**config.mk**
```make
export PLATFORM = sky130hd
export DESIGN_NAME = routed_irq_ctrl
export DESIGN_NICKNAME = d
export VERILOG_FILES = /design/src/rtl/routed_irq_pkg.sv /design/src/rtl/irq_cfg_regs.sv /design/src/rtl/irq_line_router.sv /design/src/rtl/irq_lowest_finder.sv /design/src/rtl/routed_irq_ctrl.sv
export SDC_FILE = /design/constraint.sdc
export NUM_CORES = 1
export LEC_CHECK = 0
export ABC_AREA = 1
export BUFFER_PORTS_ARGS = -buffer_cell sky130_fd_sc_hd__buf_2
export CORE_MARGIN = 3
export CORE_UTILIZATION = 59
export CTS_CLUSTER_DIAMETER = 120
export DETAILED_ROUTE_END_ITERATION = 7
export PLACE_DENSITY = 0.81
export SLEW_MARGIN = 15
export SYNTH_ARGS = -nofsm -noshare
export SYNTH_HDL_FRONTEND = slang
export SYNTH_SLANG_ARGS = --single-unit
export TNS_END_PERCENT = 30
```
**constraint.sdc**
```tcl
create_clock -name clk -period 3.44 [get_ports clk]
set_input_delay 0.688 -clock clk [delete_from_list [all_inputs] [get_ports clk]]
set_output_delay 0.688 -clock clk [all_outputs]
set_load 0.05 [all_outputs]
```
**src/rtl/routed_irq_pkg.sv**
```systemverilog
package routed_irq_pkg;

  // Byte offsets of the register map
  localparam int OFS_MASK       = 'h00;
  localparam int OFS_STAT       = 'h04;
  localparam int OFS_ROUTE_BASE = 'h08;
  localparam int WORD_BYTES     = 4;

  // Offset of steering register k; the pending view follows the last one
  function automatic int route_offset(input int k);
    return OFS_ROUTE_BASE + WORD_BYTES * k;
  endfunction

endpackage

```
**src/rtl/irq_cfg_regs.sv**
```systemverilog
module irq_cfg_regs
  import routed_irq_pkg::*;
#(
  parameter int NUM_SRC = 32,
  parameter int FIELD_W = 4,
  parameter int DATA_W  = 32,
  parameter int ADDR_W  = 8
) (
  input  logic                        clk,
  input  logic                        rst_n,
  input  logic                        wr_en_i,
  input  logic [ADDR_W-1:0]           addr_i,
  input  logic [DATA_W-1:0]           wdata_i,
  input  logic [NUM_SRC-1:0]          src_i,
  output logic [NUM_SRC-1:0]          mask_o,
  output logic [NUM_SRC*FIELD_W-1:0]  route_flat_o,
  output logic [DATA_W-1:0]           rdata_o
);

  localparam int NUM_ROUTE_REGS = (NUM_SRC * FIELD_W) / DATA_W;
  localparam logic [ADDR_W-1:0] A_MASK = ADDR_W'(OFS_MASK);
  localparam logic [ADDR_W-1:0] A_STAT = ADDR_W'(OFS_STAT);
  localparam logic [ADDR_W-1:0] A_PEND = ADDR_W'(route_offset(NUM_ROUTE_REGS));

  // Enable register
  logic               mask_en;
  logic [NUM_SRC-1:0] mask_d;
  logic [NUM_SRC-1:0] mask_q;

  assign mask_en = wr_en_i && (addr_i == A_MASK);

  always_comb begin
    mask_d = wdata_i[NUM_SRC-1:0];
  end

  always_ff @(posedge clk or negedge rst_n) begin
    if (!rst_n) begin
      mask_q <= '0;
    end else if (mask_en) begin
      mask_q <= mask_d;
    end
  end

  assign mask_o = mask_q;

  // a_r2_mask_hold: the enable register only changes on a write to its offset
  a_r2_mask_hold: assert property (@(posedge clk) disable iff (!rst_n)
    !(wr_en_i && (addr_i == A_MASK)) |=> $stable(mask_q))
    else $error("R2 enable register changed without a write");

  // Steering registers
  logic [DATA_W-1:0] route_q [NUM_ROUTE_REGS];

  for (genvar k = 0; k < NUM_ROUTE_REGS; k++) begin : g_route
    localparam logic [ADDR_W-1:0] A_ROUTE = ADDR_W'(route_offset(k));
    logic              route_en;
    logic [DATA_W-1:0] route_d;

    assign route_en = wr_en_i && (addr_i == A_ROUTE);

    always_comb begin
      route_d = wdata_i;
    end

    always_ff @(posedge clk or negedge rst_n) begin
      if (!rst_n) begin
        route_q[k] <= '0;
      end else if (route_en) begin
        route_q[k] <= route_d;
      end
    end

    assign route_flat_o[k*DATA_W +: DATA_W] = route_q[k];

    a_r3_route_hold: assert property (@(posedge clk) disable iff (!rst_n)
      !(wr_en_i && (addr_i == A_ROUTE)) |=> $stable(route_q[k]))
      else $error("R3 steering register changed without a write");

    a_r3_route_load: assert property (@(posedge clk) disable iff (!rst_n)
      (wr_en_i && (addr_i == A_ROUTE)) |=> (route_q[k] == $past(wdata_i)))
      else $error("R3 steering register did not take the written word");
  end

  // Read multiplexer
  always_comb begin
    rdata_o = '0;
    if (addr_i == A_MASK) rdata_o = DATA_W'(mask_q);
    if (addr_i == A_STAT) rdata_o = DATA_W'(src_i);
    if (addr_i == A_PEND) rdata_o = DATA_W'(mask_q & src_i);
    for (int k = 0; k < NUM_ROUTE_REGS; k++) begin
      if (addr_i == ADDR_W'(route_offset(k))) rdata_o = route_q[k];
    end
  end

endmodule

```
**src/rtl/irq_line_router.sv**
```systemverilog
module irq_line_router #(
  parameter int NUM_SRC   = 32,
  parameter int NUM_LINES = 8,
  parameter int FIELD_W   = 4
) (
  input  logic                        clk,
  input  logic                        rst_n,
  input  logic [NUM_SRC-1:0]          mask_i,
  input  logic [NUM_SRC-1:0]          src_i,
  input  logic [NUM_SRC*FIELD_W-1:0]  route_flat_i,
  output logic [NUM_LINES-1:0]        line_o
);

  logic [NUM_SRC-1:0]                  active;
  logic [NUM_LINES-1:0][NUM_SRC-1:0]   sel;
  logic [NUM_LINES-1:0]                line_d;
  logic [NUM_LINES-1:0]                line_q;

  assign active = mask_i & src_i;

  // Selector values at or above NUM_LINES match no line
  for (genvar l = 0; l < NUM_LINES; l++) begin : g_line
    for (genvar s = 0; s < NUM_SRC; s++) begin : g_src
      assign sel[l][s] = (route_flat_i[s*FIELD_W +: FIELD_W] == FIELD_W'(l));
    end
    assign line_d[l] = |(active & sel[l]);
  end

  always_ff @(posedge clk or negedge rst_n) begin
    if (!rst_n) begin
      line_q <= '0;
    end else begin
      line_q <= line_d;
    end
  end

  assign line_o = line_q;

  // a_r2_masked_silent: with every source disabled no line rises
  a_r2_masked_silent: assert property (@(posedge clk) disable iff (!rst_n)
    (mask_i == '0) |=> (line_o == '0))
    else $error("R2 line high with all sources disabled");

  // a_r8_idle_silent: with every source low all lines fall next cycle
  a_r8_idle_silent: assert property (@(posedge clk) disable iff (!rst_n)
    (src_i == '0) |=> (line_o == '0))
    else $error("R8 line high with all sources low");

endmodule

```
**src/rtl/irq_lowest_finder.sv**
```systemverilog
module irq_lowest_finder #(
  parameter int NUM_SRC = 32,
  parameter int IDX_W   = 5
) (
  input  logic [NUM_SRC-1:0] pend_i,
  output logic               valid_o,
  output logic [IDX_W-1:0]   idx_o
);

  always_comb begin
    valid_o = |pend_i;
    idx_o   = '0;
    for (int i = NUM_SRC - 1; i >= 0; i--) begin
      if (pend_i[i]) idx_o = IDX_W'(i);
    end
  end

endmodule

```
**src/rtl/routed_irq_ctrl.sv**
```systemverilog
module routed_irq_ctrl #(
  parameter int NUM_SRC   = 32,
  parameter int NUM_LINES = 8,
  parameter int FIELD_W   = 4,
  parameter int DATA_W    = 32,
  parameter int ADDR_W    = 8,
  localparam int IDX_W    = $clog2(NUM_SRC)
) (
  input  logic                 clk,
  input  logic                 rst_n,
  input  logic [NUM_SRC-1:0]   src_level_i,
  input  logic                 bus_wr_en_i,
  input  logic [ADDR_W-1:0]    bus_addr_i,
  input  logic [DATA_W-1:0]    bus_wdata_i,
  output logic [DATA_W-1:0]    bus_rdata_o,
  output logic [NUM_LINES-1:0] irq_line_o,
  output logic                 pend_valid_o,
  output logic [IDX_W-1:0]     pend_idx_o
);

  logic [NUM_SRC-1:0]         mask;
  logic [NUM_SRC*FIELD_W-1:0] route_flat;
  logic [NUM_SRC-1:0]         pend;

  irq_cfg_regs #(
    .NUM_SRC (NUM_SRC),
    .FIELD_W (FIELD_W),
    .DATA_W  (DATA_W),
    .ADDR_W  (ADDR_W)
  ) u_regs (
    .clk          (clk),
    .rst_n        (rst_n),
    .wr_en_i      (bus_wr_en_i),
    .addr_i       (bus_addr_i),
    .wdata_i      (bus_wdata_i),
    .src_i        (src_level_i),
    .mask_o       (mask),
    .route_flat_o (route_flat),
    .rdata_o      (bus_rdata_o)
  );

  irq_line_router #(
    .NUM_SRC   (NUM_SRC),
    .NUM_LINES (NUM_LINES),
    .FIELD_W   (FIELD_W)
  ) u_router (
    .clk          (clk),
    .rst_n        (rst_n),
    .mask_i       (mask),
    .src_i        (src_level_i),
    .route_flat_i (route_flat),
    .line_o       (irq_line_o)
  );

  assign pend = mask & src_level_i;

  irq_lowest_finder #(
    .NUM_SRC (NUM_SRC),
    .IDX_W   (IDX_W)
  ) u_finder (
    .pend_i  (pend),
    .valid_o (pend_valid_o),
    .idx_o   (pend_idx_o)
  );

  // a_r7_idx_pending: the reported source is itself pending
  a_r7_idx_pending: assert property (@(posedge clk) disable iff (!rst_n)
    pend_valid_o |-> pend[pend_idx_o])
    else $error("R7 reported source is not pending");

  // a_r7_nothing_lower: no pending source below the reported one
  a_r7_nothing_lower: assert property (@(posedge clk) disable iff (!rst_n)
    pend_valid_o |-> ((pend & ~({NUM_SRC{1'b1}} << pend_idx_o)) == '0))
    else $error("R7 a lower source is pending");

  // a_r7_empty: valid low only when nothing is pending
  a_r7_empty: assert property (@(posedge clk) disable iff (!rst_n)
    !pend_valid_o |-> (pend == '0))
    else $error("R7 valid low while sources pending");

endmodule

```
==> results of run 1 <==
final cells by class:
cell class,instances,area [um2]
Clock inverter,14,185
Multi-Input combinational cell,1106,5310
Fill cell,1310,4740
Sequential cell,168,4200
Clock buffer,17,425
Tap cell,220,275
Inverter,180,676
Timing Repair Buffer,168,1060
flip-flops by register name, indices dropped and copies added, names as in the netlist:
name and count:
u_regs.route_flat_o 128, u_regs.mask_o 32, u_router.line_o 8
metal layers:
| metal | GRT usage, % | wire length (um) | up-vias |
|---|---|---|---|
| met4 | 20.8 | 2650 | 2 |
| met1 | 59.2 | 16000 | 5657 |
| met2 | 66.8 | 18500 | 1141 |
| met5 | 0 | 17 | - |
| met3 | 17.4 | 7420 | 246 |
| li1 | - | - | 5383 |
power breakdown:
part           internal, mW  leakage [nW]  switching [mW]
registers              2.07          2.32           0.149
clock network          1.16         0.295           0.894
logic                 0.194          3.09           0.487
worst max-delay path by stage:
stage	startpoint	end	cells past startpoint
4_1_cts	u_regs.mask_o[30]	pend_idx_o[0]	32
6_report	u_regs.mask_o[29]	pend_idx_o[0]	31
3_5_place_dp	src_level_i[31]	pend_idx_o[0]	34
5_1_grt	u_regs.mask_o[30]	pend_idx_o[0]	32
3_3_place_gp	src_level_i[31]	pend_idx_o[0]	34
2_1_floorplan	bus_addr_i[7]	bus_rdata_o[19]	10
cell usage after synthesis (all sizes together), types with 2 or more instances:
| library cell | count |
|---|---|
| nand3 | 26 |
| clkinv | 4 |
| nor3b | 2 |
| or4 | 2 |
| nor3 | 68 |
| o32ai | 5 |
| a221oi | 37 |
| a221o | 2 |
| a21oi | 16 |
| o21ai | 203 |
| a2111oi | 10 |
| inv | 176 |
| a32o | 2 |
| a211oi | 4 |
| a31oi | 3 |
| o22ai | 35 |
| dfrtp | 168 |
| nor4 | 19 |
| nand4 | 30 |
| nor2 | 149 |
| nand2 | 457 |
| o2111ai | 26 |
| a311oi | 2 |
| a22o | 2 |
| clkbuf | 56 |
worst max-delay path: cells and delay by family (launching register included):
kind	cells	cell delay, ns
and+or+nand+nor	29	1.66
DFF	1	0.40
buffers and inverters	1	0.17
AOI/OAI and AO/OA	1	0.15
per-stage QoR:
stage                     worst slack (ns)  std cells
after floorplan                      0.188       1510
after global placement             -0.0196       1838
after detailed placement          -0.00887       1838
after CTS                          -0.0175       1872
after global routing                -0.312       1873
final                              -0.0935       1873
cells by family after synthesis:
family,after synthesis,synth area share [%]
compound gates,351,20.8
simple gates,755,30.2
buf+inv,236,8.53
flops,168,40.5
what timing repair did:
action / 4_1_cts / 5_1_grt
hold buffers: 0 / 0
pin swaps: 2 / 1
setup endpoints to repair: 1 / 2
gates resized for setup: 3 / 2
setup buffers: 3 / 1
==> results.md, run 1 <==
- Status: finished, violations left
- Failing checks: setup timing
- Share of layout cells above drive strength 1: 14.5%
- Slew Viols, Final: 0
- Count of warnings emitted by yosys: 0
- Hpwl dp: 33700 um
- Post-Syn Area: 0.0104 mm2
- Placer congestion estimate: 1.13
- Post-DRT Antenna Nets: 0
- ANT cells: 0
- Total Wirelength: 44600 um
- Total track usage: 45.2%
- Final core area utilization: 71.9%
- Synth-to-Final Area Change: 16.9%
- Drt wl/cell: 23.8 um
- Skew-Pair Late Insertion Delay: 0.44 ns
- Crit start category: flop
- Worst path most repeated cell: nand2_1
- Die area: 0.0192 mm2
- Crit-path max FO: 3
- Initial Util: 61.5%
- Clock-pin transition on the worst setup and hold timing paths: 0.07 ns
- Port bufs: 120
- Total congestion overflow: 0
- Post-synth EDFFs: 0
- Die extent in y: 139 um
- DR pass1 iterations: 8
- Min-Delay Path Class: in2async
- Setup TNS Final: -0.0935 ns
- Final min period: 3.53 ns
- Seq/Total Area, Yosys: 40.5%
- Avg Inst Size Synth: 6.88 um2
- Global-route wire length before repair: 67300 um
- Synth Flop Type: dfrtp_1
- CTS tree: built
- CTS Buffer Depth: 2
- R2R depth: 7
- Final Setup Violations: 1
- Syn Nets: 1585
- # DRC: 0
- Core area: 0.0169 mm2
- Fmax: 283 MHz
- Via Count: 12429
- Post-DP Area: 0.0115 mm2
- CP max-delay cell: dfrtp_1
- Vias per std cell: 6.64
- Final nets: 1716
- Floorplan row count: 47
- Die X: 139 um
- H-tree levels: 4
- Worst-margin pin slew: 0.842 ns
- Top Ports: 121
- Relative slew slack: 43.4%
- Synth Instances: 1510
- Static leakage: 5.70 nW
- Commonest non-fill, non-tap cell in the layout: nand2_1
- Pin count of the biggest net entering global routing: 76
- RR Endpoint: u_router.line_o[2]
- Vias in the first global route: 11548
- Hold WS: 0.279 ns
- Yosys cell types: 36
- Async set or reset register ratio after synthesis: 100%
- CP arrival: 2.85 ns
- Inserted Clock Buffers: 17
- Yosys top cell by area: dfrtp_1
- Number of synthesized register bits: 168
- Power Density: 408 mW/mm2
- Clock root buffer: clkbuf_16
- # clock sinks: 168
- CP peak stage delay: 0.40 ns
- Kind of critical path: reg2out
- Design area: 0.0121 mm2
- Clk_skew: 0.0101 ns
- Total power: 4.96 mW
- DRT iter0 DRCs: 2188
- VDD IR max: 0.000402 V
- Final hold viol count: 0
- Max Cap Violations: 0
- Period utilisation layout: 103%
- CP endpoint kind: output port
- Dominant cells by area after synthesis: dfrtp_1 (40%), nand2_1 (16%), o21ai_1 (7.5%)
- Antenna violations before repair: 2
- Reg2reg start: u_regs.mask_o[13]
- Most frequent cells in the layout: nand2_1 (437), dfrtp_1 (168), inv_1 (160)
- Area share of the largest cell type after synthesis: 40.5%
- Worst Path Required: 2.75 ns
- Final WS setup: -0.0935 ns
- RSZ-0062 raised after global routing: yes
- Worst reg-to-reg setup slack: 0.78 ns
(Power assumes the default switching activity.)
==> run 2: changes to the inputs <==
--- a/config.mk
+++ b/config.mk
@@ -16,4 +16,3 @@
 export SYNTH_ARGS = -nofsm -noshare
 export SYNTH_HDL_FRONTEND = slang
 export SYNTH_SLANG_ARGS = --single-unit
-export TNS_END_PERCENT = 30
==> run 2 against run 1 <==
  * The flow finishes with violations (DRC, setup timing)
  * Flip-flop and latch count unchanged
  * Maximum frequency increased by 1.3%
  * Sequential power about the same
  * Critical path depth rose by 2
  * Utilization is 0.089 points higher
  * Combinational power about the same
  * Worst setup slack better by 0.044 ns
  * First-iteration DRC count decreased by 5.2%
  * Clock power about the same
  * Global-route usage unchanged
  * Sequential share of layout area hardly changed
  * Clock skew hardly changed
  * Critical endpoint unchanged
==> results.md, run 2 (synthesis gave the netlist of run 1 again) <==
- Status: finished, violations left
- Failing checks: DRC, setup timing
- CTS Buffer Depth: 2 (unchanged)
- Antenna violations before repair: 2 (unchanged)
- Vias in the first global route: 11548 (unchanged)
- Core area: 0.0169 mm2 (unchanged)
- Commonest non-fill, non-tap cell in the layout: nand2_1
- CP peak stage delay: 0.38 ns (-0.02 ns)
- WP buf/inv: 2 (+1)
- Worst reg-to-reg setup slack: 0.83 ns (+0.05 ns)
- Worst path most repeated cell: nand2_1
- DRT iter0 DRCs: 2075 (-5.2%)
- Largest register FFs: 128 (unchanged)
- # DRC: 4 (+4)
- Placer congestion estimate: 1.13 (unchanged)
- Total track usage: 45.2% (unchanged)
- Floorplan row count: 47 (unchanged)
- Worst Path Required: 2.75 ns (about the same)
- CTS tree: built
- VDD IR max: 0.000401 V (-0.42%)
- Design area: 0.0122 mm2 (+0.12%)
- Kind of critical path: reg2out
- Fillcell total: 1306 (-0.31%)
- Port bufs: 120 (unchanged)
- Final hold viol count: 0 (unchanged)
- Inserted Clock Buffers: 17 (unchanged)
- Die extent in y: 139 um (unchanged)
- Static leakage: 5.70 nW (about the same)
- Worst path top cell family by delay: simple AND/OR/NAND/NOR gates
- Crit start category: flop
- Reg area: 0.00420 mm2 (unchanged)
- Die X: 139 um (unchanged)
- Clock root buffer: clkbuf_16
- Final min period: 3.49 ns (-0.0439 ns)
- Top Ports: 121 (unchanged)
- Global-route wire length before repair: 67300 um (unchanged)
- Synth-to-Final Area Change: 17.1%
- Min-Delay Path Class: in2async
- H-tree levels: 4 (unchanged)
- Share of layout cells above drive strength 1: 14.6% (+0.18 points)
- Total congestion overflow: 0 (unchanged)
- Total Wirelength: 44500 um (-0.13%)
- Final nets: 1716 (unchanged)
- Final Setup Violations: 1 (unchanged)
- ANT cells: 0 (unchanged)
- Final core area utilization: 72.0% (+0.089 points)
- CP endpoint kind: output port
- Fmax: 287 MHz (+1.3%)
- Slew Viols, Final: 0 (unchanged)
- DR pass1 iterations: 8 (unchanged)
- Most frequent cells in the layout: nand2_1 (435), dfrtp_1 (168), inv_1 (160)
- Max Cap Violations: 0 (unchanged)
- Relative slew slack: 41.2% (-2.3 points)
- Crit-path max FO: 2 (-1)
- Multi-input gate area: 0.00533 mm2 (+0.28%)
- Period utilisation layout: 101% (-1.3 points)
- Die area: 0.0192 mm2 (unchanged)
- Hpwl dp: 33700 um (unchanged)
- Vias per std cell: 6.64 (+0.10%)
- Pin count of the biggest net entering global routing: 76 (unchanged)
- Pre-CTS setup slack: -0.00887 ns (unchanged)
- Post-DRT Antenna Nets: 0 (unchanged)
- # clock sinks: 168 (unchanged)
- Power Density: 407 mW/mm2 (-0.25%)
- Initial Util: 61.5% (unchanged)
- Skew-Pair Late Insertion Delay: 0.44 ns (about the same)
- Clock-pin transition on the worst setup and hold timing paths: 0.07 ns (about the same)
- Final WS setup: -0.0495 ns (+0.0439 ns)
- CP max-delay cell: dfrtp_1
- Clk_skew: 0.0105 ns (+0.000366 ns)
- Post-DP Area: 0.0115 mm2 (unchanged)
- Worst-margin pin slew: 0.876 ns (+0.0342 ns)
- CP arrival: 2.80 ns (-0.05 ns)
- Via Count: 12442 (+0.10%)
- Total power: 4.95 mW (-0.12%)
- RSZ-0062 raised after global routing: yes
- Drt wl/cell: 23.8 um (-0.13%)
run 2: cell counts in the layout (fill, tap and decap cells not counted):
Identical to the previous run, type by type.
run 2: per-stage QoR:
stage | TNS [ns] | std cells | hold slack, ns
2_1_floorplan | 0 | 1510 | 0.392
3_3_place_gp | -0.0196 | 1838 | 0.475
3_5_place_dp | -0.00887 | 1838 | 0.482
4_1_cts | -0.0175 | 1872 | 0.305
5_1_grt | -0.406 | 1873 | 0.340
6_report | -0.0495 | 1873 | 0.274
run 2: timing repair:
action | 4_1_cts | 5_1_grt
pin swaps | 2 | 10
resized for setup | 3 | 6
endpoints found under the setup margin | 1 | 2
hold buffers | 0 | 0
setup buffers | 3 | 2
run 2: power by group:
part / switching, mW / internal (mW)
Clock: 0.885 / 1.16
Combinational: 0.488 / 0.196
Sequential: 0.148 / 2.07
Total: 1.52 / 3.43
run 2: final timing paths:
kind	from	endpoint	depth (start not counted)
worst max-delay path	u_regs.mask_o[31]	pend_idx_o[0]	33
worst min-delay path	rst_n	u_regs.mask_o[10]	1
worst max register to register	u_regs.mask_o[13]	u_router.line_o[2]	7
worst min register to register	u_regs.route_flat_o[51]	u_regs.route_flat_o[51]	2
max in group asynchronous	rst_n	u_regs.mask_o[23]	2
min in group clk	u_regs.route_flat_o[51]	u_regs.route_flat_o[51]	2
run 2: cell type report:
cell class / count / area share [%]
clock inverters: 14 / 1.52
flip-flops and latches: 168 / 34.6
well taps: 220 / 2.26
clock buffers: 17 / 3.50
multi-input cells: 1106 / 43.8
inverters: 180 / 5.56
repair buffers: 168 / 8.75
run 2: metal layers:
metal	wire (um)	share of wire, %	GRT usage [%]	vias up
met3	7220	16	17.4	271
met4	2830	6.4	20.8	2
li1	-	-	-	5384
met5	17	0.038	0	-
met2	18400	41	66.8	1156
met1	16000	36	59.2	5629
run 2: worst register-to-register path, stage by stage, from the launching register on:
cell and delay (ns):
dfrtp_1 0.44, nand2_1 0.31, nor3_1 0.12, inv_2 0.09, nor3_1 0.05, or4_1 0.60, a2111oi_0 0.55, nand4_1 0.25
==> run 3: changes to the inputs <==
--- a/config.mk
+++ b/config.mk
@@ -8,10 +8,10 @@
 export ABC_AREA = 1
 export BUFFER_PORTS_ARGS = -buffer_cell sky130_fd_sc_hd__buf_2
 export CORE_MARGIN = 3
-export CORE_UTILIZATION = 59
+export CORE_UTILIZATION = 54
 export CTS_CLUSTER_DIAMETER = 120
 export DETAILED_ROUTE_END_ITERATION = 7
-export PLACE_DENSITY = 0.81
+export PLACE_DENSITY = 0.78
 export SLEW_MARGIN = 15
 export SYNTH_ARGS = -nofsm -noshare
 export SYNTH_HDL_FRONTEND = slang
==> constraint.sdc (replaced) <==
create_clock -name clk -period 3.2 [get_ports clk]
set_input_delay 0.64 -clock clk [delete_from_list [all_inputs] [get_ports clk]]
set_output_delay 0.64 -clock clk [all_outputs]
set_load 0.05 [all_outputs]
==> run 3 against run 2 <==
  * The flow finishes with violations (setup timing)
  * Cell area rose by 0.88%
  * Register-to-register slack got worse by 0.28 ns
  * Cell count rose by 1.2%
  * Critical endpoint unchanged
  * Critical path type unchanged
  * Critical path depth fell by 1
  * Via count fell by 1.2%
  * Clock power rose by 15%
==> results.md, run 3 (synthesis gave the netlist of run 1 again) <==
- Max Cap Violations: 0 (unchanged)
- Worst Path Required: 2.56 ns (-0.19 ns)
- Vias per std cell: 6.48 (-2.4%)
- Fmax: 291 MHz
- Slew Viols, Final: 0 (unchanged)
- Final min period: 3.43 ns
- CP peak stage delay: 0.40 ns (+0.02 ns)
- Commonest non-fill, non-tap cell in the layout: nand2_1
- Design area: 0.0123 mm2 (+0.88%)
- Crit-path max FO: 2 (unchanged)
- RSZ-0062 raised after global routing: yes
- Total congestion overflow: 0 (unchanged)
- Core area: 0.0188 mm2 (+11%)
- Inserted Clock Buffers: 17 (unchanged)
- Pin count of the biggest net entering global routing: 66 (-13%)
- Hpwl dp: 35700 um (+5.9%)
- Worst path most repeated cell: nand2_1
- Most frequent cells in the layout: nand2_1 (433), dfrtp_1 (168), inv_1 (160)
- Crit start category: flop
- VDD IR max: 0.000352 V (-12%)
- Total Wirelength: 45900 um (+3.1%)
- Final nets: 1725 (+0.52%)
- Drt wl/cell: 24.2 um (+1.8%)
- Kind of critical path: reg2out
- Largest register FFs: 128 (unchanged)
- Die X: 145 um (+4.3%)
- Final Setup Violations: 2 (+1)
- Worst reg-to-reg setup slack: 0.55 ns (-0.28 ns)
- Final hold viol count: 0 (unchanged)
- Period utilisation layout: 107%
- Status: finished, violations left
- Dpl cells: 1862 (+1.3%)
- Post-DP Area: 0.0116 mm2 (+0.59%)
- Setup TNS Final: -0.264 ns (-0.214 ns)
- CTS Buffer Depth: 2 (unchanged)
- Static leakage: 5.74 nW (+0.75%)
- Post-DRT Antenna Nets: 0 (unchanged)
- Clock-pin transition on the worst setup and hold timing paths: 0.07 ns (about the same)
- CP max-delay cell: dfrtp_1
- Placer congestion estimate: 1.09 (-4.1%)
- # DRC: 0 (-4)
- DRT iter0 DRCs: 1751 (-16%)
- Die extent in y: 145 um (+4.3%)
- Relative slew slack: 40.8% (-0.36 points)
- DR pass1 iterations: 6 (-2)
- Global-route wire length before repair: 67300 um (about the same)
- Final core area utilization: 65.3% (-6.7 points)
- Initial Util: 55.3% (-6.2 points)
- # clock sinks: 168 (unchanged)
- ANT cells: 0 (unchanged)
- Port bufs: 120 (unchanged)
- Final WS setup: -0.235 ns (-0.185 ns)
- Share of layout cells above drive strength 1: 15.3% (+0.64 points)
- Fin cells: 1896 (+1.2%)
- Total track usage: 43.7% (-1.6 points)
- Clock root buffer: clkbuf_16
- Min-Delay Path Class: in2async
- Fillcell total: 1728 (+32%)
- CTS tree: built
- Antenna violations before repair: 1 (-1)
- Die area: 0.0209 mm2 (+8.8%)
- CP endpoint kind: output port
- Skew-Pair Late Insertion Delay: 0.44 ns (about the same)
- Via Count: 12288 (-1.2%)
- CTS hold repair buffers: 0 (unchanged)
- CP arrival: 2.79 ns (about the same)
- Top Ports: 121 (unchanged)
- Floorplan row count: 50 (+6.4%)
- Failing checks: setup timing
- H-tree levels: 4 (unchanged)
- Worst-margin pin slew: 0.881 ns (+0.00539 ns)
- Synth-to-Final Area Change: 18.1%
- Vias in the first global route: 11144 (-3.5%)
- Power Density: 446 mW/mm2 (+9.6%)
- Pre-CTS setup slack: -0.213 ns (-0.205 ns)
- Clk_skew: 0.0108 ns (+0.000344 ns)
==> run 3: routing by layer <==
metal / global-route usage [%] / share of wire, %
met5: 0 / 0.028
met3: 12.1 / 14
met4: 18.9 / 5.1
met2: 65.9 / 43
met1: 59.2 / 38
==> run 3: power breakdown <==
part           internal [mW]  switching, mW  leakage [nW]
registers               2.23          0.158          2.32
logic                  0.213          0.525          3.11
clock network           1.39          0.957         0.309
==> run 3: through the flow <==
step	hold WS (ns)	total power, mW
after floorplan	0.344	2.78
after global placement	0.474	3.10
after detailed placement	0.478	3.11
after CTS	0.213	5.43
after global routing	0.237	5.62
final	0.179	5.47
==> run 3: cell type report <==
cell class	count	area, um2	share of cell area [%]
Clock buffer	18	429	3.50
Clock inverter	13	216	1.77
Inverter	180	677	5.52
Multi-Input combinational cell	1106	5340	43.5
Sequential cell	168	4200	34.3
Tap cell	234	293	2.39
Timing Repair Buffer	177	1110	9.02
==> run 3: final timing paths <==
kind                                       endpoint  depth (start not counted)                     from
max in group asynchronous  u_regs.route_flat_o[101]                          2                    rst_n
min in group clk            u_regs.route_flat_o[51]                          2  u_regs.route_flat_o[51]
max                                   pend_idx_o[0]                         32        u_regs.mask_o[30]
max reg2reg                      u_router.line_o[2]                          8        u_regs.mask_o[13]
min                         u_regs.route_flat_o[42]                          1                    rst_n
min reg2reg                 u_regs.route_flat_o[51]                          2  u_regs.route_flat_o[51]
==> run 3: worst max-delay path, delay by kind of cell (launching register included) <==
kind,cells,cell delay [ns]
simple gates,30,1.65
compound gates,1,0.14
flops,1,0.40
buf+inv,1,0.17
==> run 3: timing repair <==
action / in CTS / in global routing
buffers inserted: 3 / 1
resized for setup: 4 / 9
endpoints found under the setup margin: 1 / 14
pin swaps: 3 / 13
